$ cat config.mk
export PLATFORM = sky130hd
export DESIGN_NAME = rxduty_seq
export DESIGN_NICKNAME = d
export VERILOG_FILES = /design/src/rtl/rxduty_pkg.sv /design/src/rtl/rxduty_timer.sv /design/src/rtl/rxduty_ctrl.sv /design/src/rtl/rxduty_outmux.sv /design/src/rtl/rxduty_seq.sv
export SDC_FILE = /design/constraint.sdc
export NUM_CORES = 1
export LEC_CHECK = 0
export CAP_MARGIN = 20
export CELL_PAD_IN_SITES_DETAIL_PLACEMENT = 0
export CELL_PAD_IN_SITES_GLOBAL_PLACEMENT = 2
export CORE_MARGIN = 3
export CORE_UTILIZATION = 25
export CTS_CLUSTER_DIAMETER = 100
export DETAILED_ROUTE_END_ITERATION = 8
export GPL_ROUTABILITY_DRIVEN = 0
export GPL_TIMING_DRIVEN = 1
export PLACE_DENSITY = 0.84
export SYNTH_ARGS = -nofsm -noshare
export SYNTH_HDL_FRONTEND = slang
export SYNTH_SLANG_ARGS = --single-unit
$ cat constraint.sdc
create_clock -name clk -period 2.6 [get_ports clk]
set_clock_uncertainty 0.1 [all_clocks]
set_input_delay 0.52 -clock clk [delete_from_list [all_inputs] [get_ports clk]]
set_output_delay 0.52 -clock clk [all_outputs]
set_load 0.1 [all_outputs]
$ cat src/rtl/rxduty_pkg.sv
package rxduty_pkg;
    typedef enum logic [2:0] {
        ST_WAIT   = 3'd0,
        ST_OFF    = 3'd1,
        ST_WAKE   = 3'd2,
        ST_SETTLE = 3'd3,
        ST_HOLD   = 3'd4
    } seq_state_e;
endpackage

$ cat src/rtl/rxduty_timer.sv
module rxduty_timer #(
    parameter int TW = 16
) (
    input  logic          clk,
    input  logic          rst_n,
    input  logic          load,
    input  logic [TW-1:0] load_val,
    input  logic          tick,
    output logic          expire
);
    localparam logic [TW-1:0] ONE = TW'(1);

    logic [TW-1:0] cnt;

    always_ff @(posedge clk or negedge rst_n) begin
        if (!rst_n) begin
            cnt <= '0;
        end else if (load) begin
            cnt <= load_val;
        end else if (tick && cnt > ONE) begin
            cnt <= cnt - ONE;
        end
    end

    // a reload of 0 behaves as 1 tick
    assign expire = tick && (cnt <= ONE);
endmodule

$ cat src/rtl/rxduty_ctrl.sv
module rxduty_ctrl
    import rxduty_pkg::*;
#(
    parameter int TW = 16
) (
    input  logic          clk,
    input  logic          rst_n,
    input  logic          duty_mode,
    input  logic          sleep_req,
    input  logic          cs,
    input  logic          line_in,
    input  logic          expire,
    input  logic [TW-1:0] off_reload,
    input  logic [TW-1:0] cpu_reload,
    input  logic [TW-1:0] rf_reload,
    output seq_state_e    st,
    output logic          load,
    output logic [TW-1:0] load_val
);
    seq_state_e nxt;

    always_ff @(posedge clk or negedge rst_n) begin
        if (!rst_n) st <= ST_WAIT;
        else        st <= nxt;
    end

    always_comb begin
        nxt      = st;
        load     = 1'b0;
        load_val = off_reload;
        if (!duty_mode || sleep_req || !cs) begin
            nxt = ST_WAIT;
        end else begin
            unique case (st)
                ST_WAIT: if (line_in) begin
                    nxt = ST_OFF;  load = 1'b1; load_val = off_reload;
                end
                ST_OFF: if (expire) begin
                    nxt = ST_WAKE; load = 1'b1; load_val = cpu_reload;
                end
                ST_WAKE: if (expire) begin
                    nxt = ST_SETTLE; load = 1'b1; load_val = rf_reload;
                end
                ST_SETTLE: if (expire) begin
                    nxt = ST_HOLD;
                end
                ST_HOLD: if (line_in) begin
                    nxt = ST_OFF;  load = 1'b1; load_val = off_reload;
                end
                default: nxt = ST_WAIT;
            endcase
        end
    end

    // chip-select low returns the sequencer to WAIT
    a_r11_cs_abort: assert property (@(posedge clk) disable iff (!rst_n)
        !cs |=> st == ST_WAIT);

    // line released in HOLD restarts the off phase
    a_r9_hold_release: assert property (@(posedge clk) disable iff (!rst_n)
        (st == ST_HOLD && line_in && cs && duty_mode && !sleep_req) |=> st == ST_OFF);

    // SETTLE is only reached from WAKE
    a_r7_settle_order: assert property (@(posedge clk) disable iff (!rst_n)
        (st == ST_SETTLE) |-> ($past(st) == ST_WAKE || $past(st) == ST_SETTLE));
endmodule

$ cat src/rtl/rxduty_outmux.sv
module rxduty_outmux
    import rxduty_pkg::*;
#(
    parameter int PW = 7
) (
    input  seq_state_e    st,
    input  logic          duty_mode,
    input  logic          sleep_req,
    input  logic [PW-1:0] pwr_cfg,
    output logic [PW-1:0] pwr_en,
    output logic          line_pull_low,
    output logic          dout_en
);
    always_comb begin
        pwr_en        = '0;
        line_pull_low = 1'b0;
        dout_en       = 1'b0;
        if (sleep_req) begin
            pwr_en = '0;
        end else if (!duty_mode) begin
            pwr_en  = pwr_cfg;
            dout_en = 1'b1;
        end else begin
            unique case (st)
                ST_WAIT, ST_OFF: ;
                ST_WAKE:   line_pull_low = 1'b1;
                ST_SETTLE: begin
                    line_pull_low = 1'b1;
                    pwr_en        = pwr_cfg;
                end
                ST_HOLD: begin
                    pwr_en  = pwr_cfg;
                    dout_en = 1'b1;
                end
                default: ;
            endcase
        end
    end
endmodule

$ cat src/rtl/rxduty_seq.sv
module rxduty_seq
    import rxduty_pkg::*;
#(
    parameter int TW = 16,
    parameter int PW = 7
) (
    input  logic          clk,
    input  logic          rst_n,
    input  logic          duty_mode,
    input  logic          sleep_req,
    input  logic [PW-1:0] pwr_cfg,
    input  logic          cs,
    input  logic          line_in,
    input  logic          tick,
    input  logic [TW-1:0] off_reload,
    input  logic [TW-1:0] cpu_reload,
    input  logic [TW-1:0] rf_reload,
    output logic [PW-1:0] pwr_en,
    output logic          line_pull_low,
    output logic          dout_en
);
    seq_state_e    st;
    logic          load;
    logic [TW-1:0] load_val;
    logic          expire;

    rxduty_timer #(.TW(TW)) u_timer (
        .clk(clk), .rst_n(rst_n), .load(load), .load_val(load_val),
        .tick(tick), .expire(expire)
    );

    rxduty_ctrl #(.TW(TW)) u_ctrl (
        .clk(clk), .rst_n(rst_n), .duty_mode(duty_mode), .sleep_req(sleep_req),
        .cs(cs), .line_in(line_in), .expire(expire),
        .off_reload(off_reload), .cpu_reload(cpu_reload), .rf_reload(rf_reload),
        .st(st), .load(load), .load_val(load_val)
    );

    rxduty_outmux #(.PW(PW)) u_outmux (
        .st(st), .duty_mode(duty_mode), .sleep_req(sleep_req), .pwr_cfg(pwr_cfg),
        .pwr_en(pwr_en), .line_pull_low(line_pull_low), .dout_en(dout_en)
    );

    // sleep darkens every output
    a_r2_sleep_dark: assert property (@(posedge clk) disable iff (!rst_n)
        sleep_req |-> (pwr_en == '0 && !line_pull_low && !dout_en));

    // in duty mode the data outputs are enabled only in HOLD
    a_r8_dout_hold_only: assert property (@(posedge clk) disable iff (!rst_n)
        (duty_mode && !sleep_req && dout_en) |-> st == ST_HOLD);

    // without a tick a timed phase does not advance
    a_r12_tick_gate: assert property (@(posedge clk) disable iff (!rst_n)
        ((st == ST_OFF || st == ST_WAKE || st == ST_SETTLE) && !tick
         && cs && duty_mode && !sleep_req) |=> $stable(st));
endmodule

**Yosys cells after proc, flatten, opt, wreduce, memory -nomap -nowiden**

Index checks and enable logic that the tools add are counted.

- Memories: 0
- Memory bits (read-only): 0
- Flip-flop bits (word level): 19
- Bits in writable memories: 0
- Latch bits: 0

- Multiply operators: 0
- Bitwise operators: 0
- Magnitude comparators: 2
- Divide/modulo/power cells: 0
- Mux-type cells: 25
- Equal/unequal tests: 8
- Reductions and logical operators: 13
- Add/sub/neg operators: 1
- Shifts and indexed selects: 0

Operators by type and width:

| kind | count |
|---|---|
| 16-bit two-way mux | 5 |
| 16-bit case mux with 2 select lines | 1 |
| 7-bit two-way mux | 3 |
| 16-bit by 1-bit > comparator with 1-bit output, second input constant | 1 |
| 16-bit by 1-bit less-or-equal comparator with 1-bit output, second input constant | 1 |
| 16-bit by 1-bit subtractor with 16-bit output, second input constant | 1 |
| 3-bit two-way mux | 5 |
| 3-bit case mux with 4 select lines | 1 |
| 1-bit two-way mux | 9 |
| 3-bit by 2-bit inequality test with 1-bit output, second input constant | 3 |
| 2-bit OR reduction | 4 |
| 3-bit by 2-bit == test with 1-bit output, second input constant | 2 |
| 4-bit AND reduction | 1 |
| 3-bit by 1-bit == test with 1-bit output, second input constant | 1 |
| 3-bit == test, second input constant | 1 |
| 3-bit logical NOT | 1 |
| 3-bit by 1-bit inequality test with 1-bit output, second input constant | 1 |
| 1-bit logical AND | 2 |
| 1-bit logical NOT | 2 |
| 1-bit logical OR | 2 |
| 1-bit case mux with 2 select lines | 1 |
| 2-bit nonzero test | 1 |

**Logic depth before layout (Yosys ltp)**

- Word-level depth: 6
- Depth in mapped cells: 9
- Gate-level depth less buffers: 7

**Cells and area by module**

A second synthesis with hierarchy kept.

- Cell total of the unflattened synthesis: 278
- Area, all modules: 2159.6 µm²

By module, submodules not included:

| module | sequential area each (µm²) | area an instance (µm²) | cells each | times used |
|---|---|---|---|---|
| rxduty_timer | 400.4 | 1103.6 | 132 | 1 |
| rxduty_ctrl | 75.1 | 919.6 | 124 | 1 |
| rxduty_outmux | 0.0 | 136.4 | 22 | 1 |

**Least setup slack after synthesis**

Ideal clock, no wire load.

- Path kind: flip-flop to output port
- Start point: register u_ctrl.st[1]
- End point: output port line_pull_low
- Required time: 1.980 ns
- Slack: -1.434 ns
- Buffers on the path: 1
- Arrival: 3.414 ns
- Stages on the path, launching flop included: 3
- Cells stage by stage: dfrtp_1 buf_4 nor4bb_1

- Word-level cells in the longest chain between the ends: 5
- Elaborated cells on any way between the ends: 6

RTL lines:

| element | RTL line | source |
|---|---|---|
| from (decl) | rxduty_ctrl.sv:16 | `output seq_state_e st,` |
| from (signal assigned) | rxduty_ctrl.sv:24 | `else st <= nxt;` |
| 3-bit by 2-bit == test with 1-bit output | rxduty_outmux.sv:24 | `unique case (st)` |
| 2-bit OR reduction (no source line) * | -- |  |
| 1-bit two-way mux * | rxduty_outmux.sv:24 |  |
| 1-bit two-way mux * | rxduty_outmux.sv:20 | `end else if (!duty_mode) begin` |
| 1-bit two-way mux * | rxduty_outmux.sv:18 | `if (sleep_req) begin` |
| to (decl) | rxduty_seq.sv:19 | `output logic line_pull_low,` |

Mark *: on every way between the ends. The rest lies on a longest branch, timed or not.

**Worst setup path after layout**

- Start point: register u_ctrl.st[0]
- End point: output port pwr_en[6]

- Word-level cells in the longest chain between the ends: 5
- Elaborated cells on any way between the ends: 6

RTL lines:

| element | RTL line | source |
|---|---|---|
| 3-bit by 2-bit == test with 1-bit output / 3-bit == test (equally long branches) | rxduty_outmux.sv:24 |  |
| 2-bit OR reduction (no source line) * | -- |  |
| 7-bit two-way mux * | rxduty_outmux.sv:24 |  |
| 7-bit two-way mux * | rxduty_outmux.sv:20 |  |
| 7-bit two-way mux * | rxduty_outmux.sv:18 |  |
| to (decl) | rxduty_seq.sv:18 | `output logic [PW-1:0] pwr_en,` |

Marked as above.

==> flow_summary.toml <==
[timing]
worst_pin_slew_ns = 0.523
finalCritPeriodShare_pct = 95.4
timing.setup.tns_ns = 0
fmax_mhz = 403
finalSetupViolations = 0
rsz0062_at_grt = "false"
period_minus_slack_ns = 2.48
slew-limit-headroom_pct = 64.2
drv_slew = 0
hold_violations = 0

[critical_path]
critPathLaunchType = "register"
cp_max_fo = 9
path_class = "reg -> out"
required_ns = 1.98
arrival_ns = 1.86
critPathCaptureType = "output pin"

[final_layout]
layout_commonest_cell = "clkdlybuf4s50_1"
nNetsFinal = 341
layout_common_cells = "clkdlybuf4s50_1, dfrtp_1, buf_4, nor2_1, a22oi_1"
area_delta_synth_final_pct = 58.1
drive_gt1_share_pct = 19.9
fin_cells = 372
n_antenna_cell = 0
regArea_sq_um = 475
filler_cell_count = 714
multi_input_area_sq_um = 1280

[power_and_ir_drop]
p_per_area_nw_per_um2 = 397
vdd_ir_drop_max_mv = 0.192
leakagePower_nw = 1.05

[placed_design]
io_buffers = 70
hpwl_microns = 4730
dp_cells = 368

[grt]
antenna_found_initial = 0
track_usage_pct = 14.3
grt_pass1_vias = 1882
grt_pass1_wl_microns = 9520
grt_max_degree = 20
overflow = 0

[routing]
first_iter_violations = 128
via_per_inst = 5.17
vias = 1925
drt.antenna.violating_nets = 0
first_pass_iters = 4
drc = 0
wl_microns = 6060
wl_per_cell_microns = 16.3

[yosys]
synth_seq_area_share_pct = 26.4
yosysWarnings = 0
synthCells = 196
syn_avg_cell_area_sq_um = 9.19
synth_edf_count = 0
syn_area_sq_um = 1800
syn_nets = 260
synth.ff_latch_count = 19
ys.flop_type = "dfrtp_1"
async_flop_share_pct = 100
ys_types = 61

[die]
coreArea_sq_um = 6910
io_pins = 71
die_w_microns = 90.9
start_util_pct = 26.1
dieArea_sq_um = 8260
die_h_microns = 90.9
rows = 30

[min_path]
hold_class = "in -> async"

[clocking]
clock_latency_ns = 0.26
cts_buffer_depth = 2
cts.clk_slew.worst_paths_ns = 0.07
cts_tree = "done"
cts-root-buf = "clkbuf_8"
cts_max_level = 1
cts_resized = 1
postCtsHoldBufs = 0
cts_made_buffers = 3
cts_sinks = 19
post-cts-setup-buffers = 0

[job]
drv_cap = 0

[outcome]
status = "finished, final reports clean"
where the power goes:
group,internal [mW],switching [mW]
combinational,0.249,0.201
sequential,0.370,0.0975
clock,0.109,0.104
stage by stage:
step	power [mW]	hold slack (ns)	cell area, sq um	worst slack, ns	util, %
6_report	1.13	0.508	2850	0.120	41.3
5_1_grt	1.21	0.526	2850	0.0440	41.3
4_1_cts	1.14	0.501	2840	0.0339	41.1
3_5_place_dp	0.922	0.491	2790	0.0941	40.4
3_3_place_gp	0.917	0.470	2790	0.123	40.4
2_1_floorplan	0.729	0.124	1820	-0.363	-
state kept, by name, indices dropped and copies added (netlist names):
name / count
u_timer.cnt: 16
u_ctrl.st: 3
layer usage:
metal | up-vias | global-route usage, % | share of wire, %
li1 | 928 | - | -
met1 | 909 | 17.9 | 44
met2 | 80 | 24.6 | 47
met3 | 8 | 3.08 | 7.8
met4 | 0 | 4.02 | 1.8
met5 | - | 0 | 0
cells by family after synthesis:
| family | after synthesis | synth area share (%) |
|---|---|---|
| xor+xnor | 12 | 5.83 |
| fa+ha+maj | 2 | 1.39 |
| simple gates | 74 | 27.6 |
| mux | 9 | 5.07 |
| flops | 19 | 26.4 |
| compound gates | 65 | 29.0 |
| buf+inv | 15 | 4.79 |
path summary, 6_finish.rpt:
path	from	slack, ns	cells past startpoint	end
min reg2reg	u_ctrl.st[2]$_DFFE_PN0P_	0.51	2	u_ctrl.st[1]$_DFFE_PN0P_
max reg2reg	u_timer.cnt[10]$_DFFE_PN0P_	0.45	5	u_timer.cnt[10]$_DFFE_PN0P_
max in group asynchronous	rst_n	1.67	2	u_timer.cnt[15]$_DFFE_PN0P_
min	rst_n	0.51	2	u_ctrl.st[1]$_DFFE_PN0P_
min in group clk	u_ctrl.st[2]$_DFFE_PN0P_	0.51	2	u_ctrl.st[1]$_DFFE_PN0P_
max	u_ctrl.st[0]$_DFFE_PN0P_	0.12	4	pwr_en[6]
layout make-up:
| cell class | instances | share of cell area [%] |
|---|---|---|
| flip-flops and latches | 19 | 16.7 |
| inverters | 5 | 0.659 |
| multi-input cells | 162 | 44.9 |
| clock buffers | 4 | 1.58 |
| repair buffers | 86 | 32.0 |
| well taps | 96 | 4.22 |
critical path, cell delays in order (launching register included):
cell	delay, ns
dfrtp_1	0.47
or3_1	0.50
a31oi_4	0.25
and2_2	0.21
buf_12	0.17
synth_stat cells (3+ instances only):
cell	instances	area (sq um)
dfrtp_1	19	475
nor2_1	14	52.6
a22oi_1	13	97.6
a2bb2oi_1	8	70.1
and2_1	8	50.1
mux2i_1	8	80.1
nand3_1	7	35.0
nand2_1	6	22.5
nor2b_1	6	37.5
xnor2_1	6	52.6
xor2_1	6	52.6
a31oi_1	5	31.3
inv_1	5	18.8
nor3_1	5	25.0
o21ai_0	5	25.0
a21oi_1	4	20.0
and3_1	4	25.0
o211ai_1	4	30.0
a22o_1	3	26.3
buf_2	3	15.0
buf_6	3	33.8
clkbuf_1	3	11.3
nand4_1	3	18.8
No activity file was read; power rests on OpenSTA's default activity.
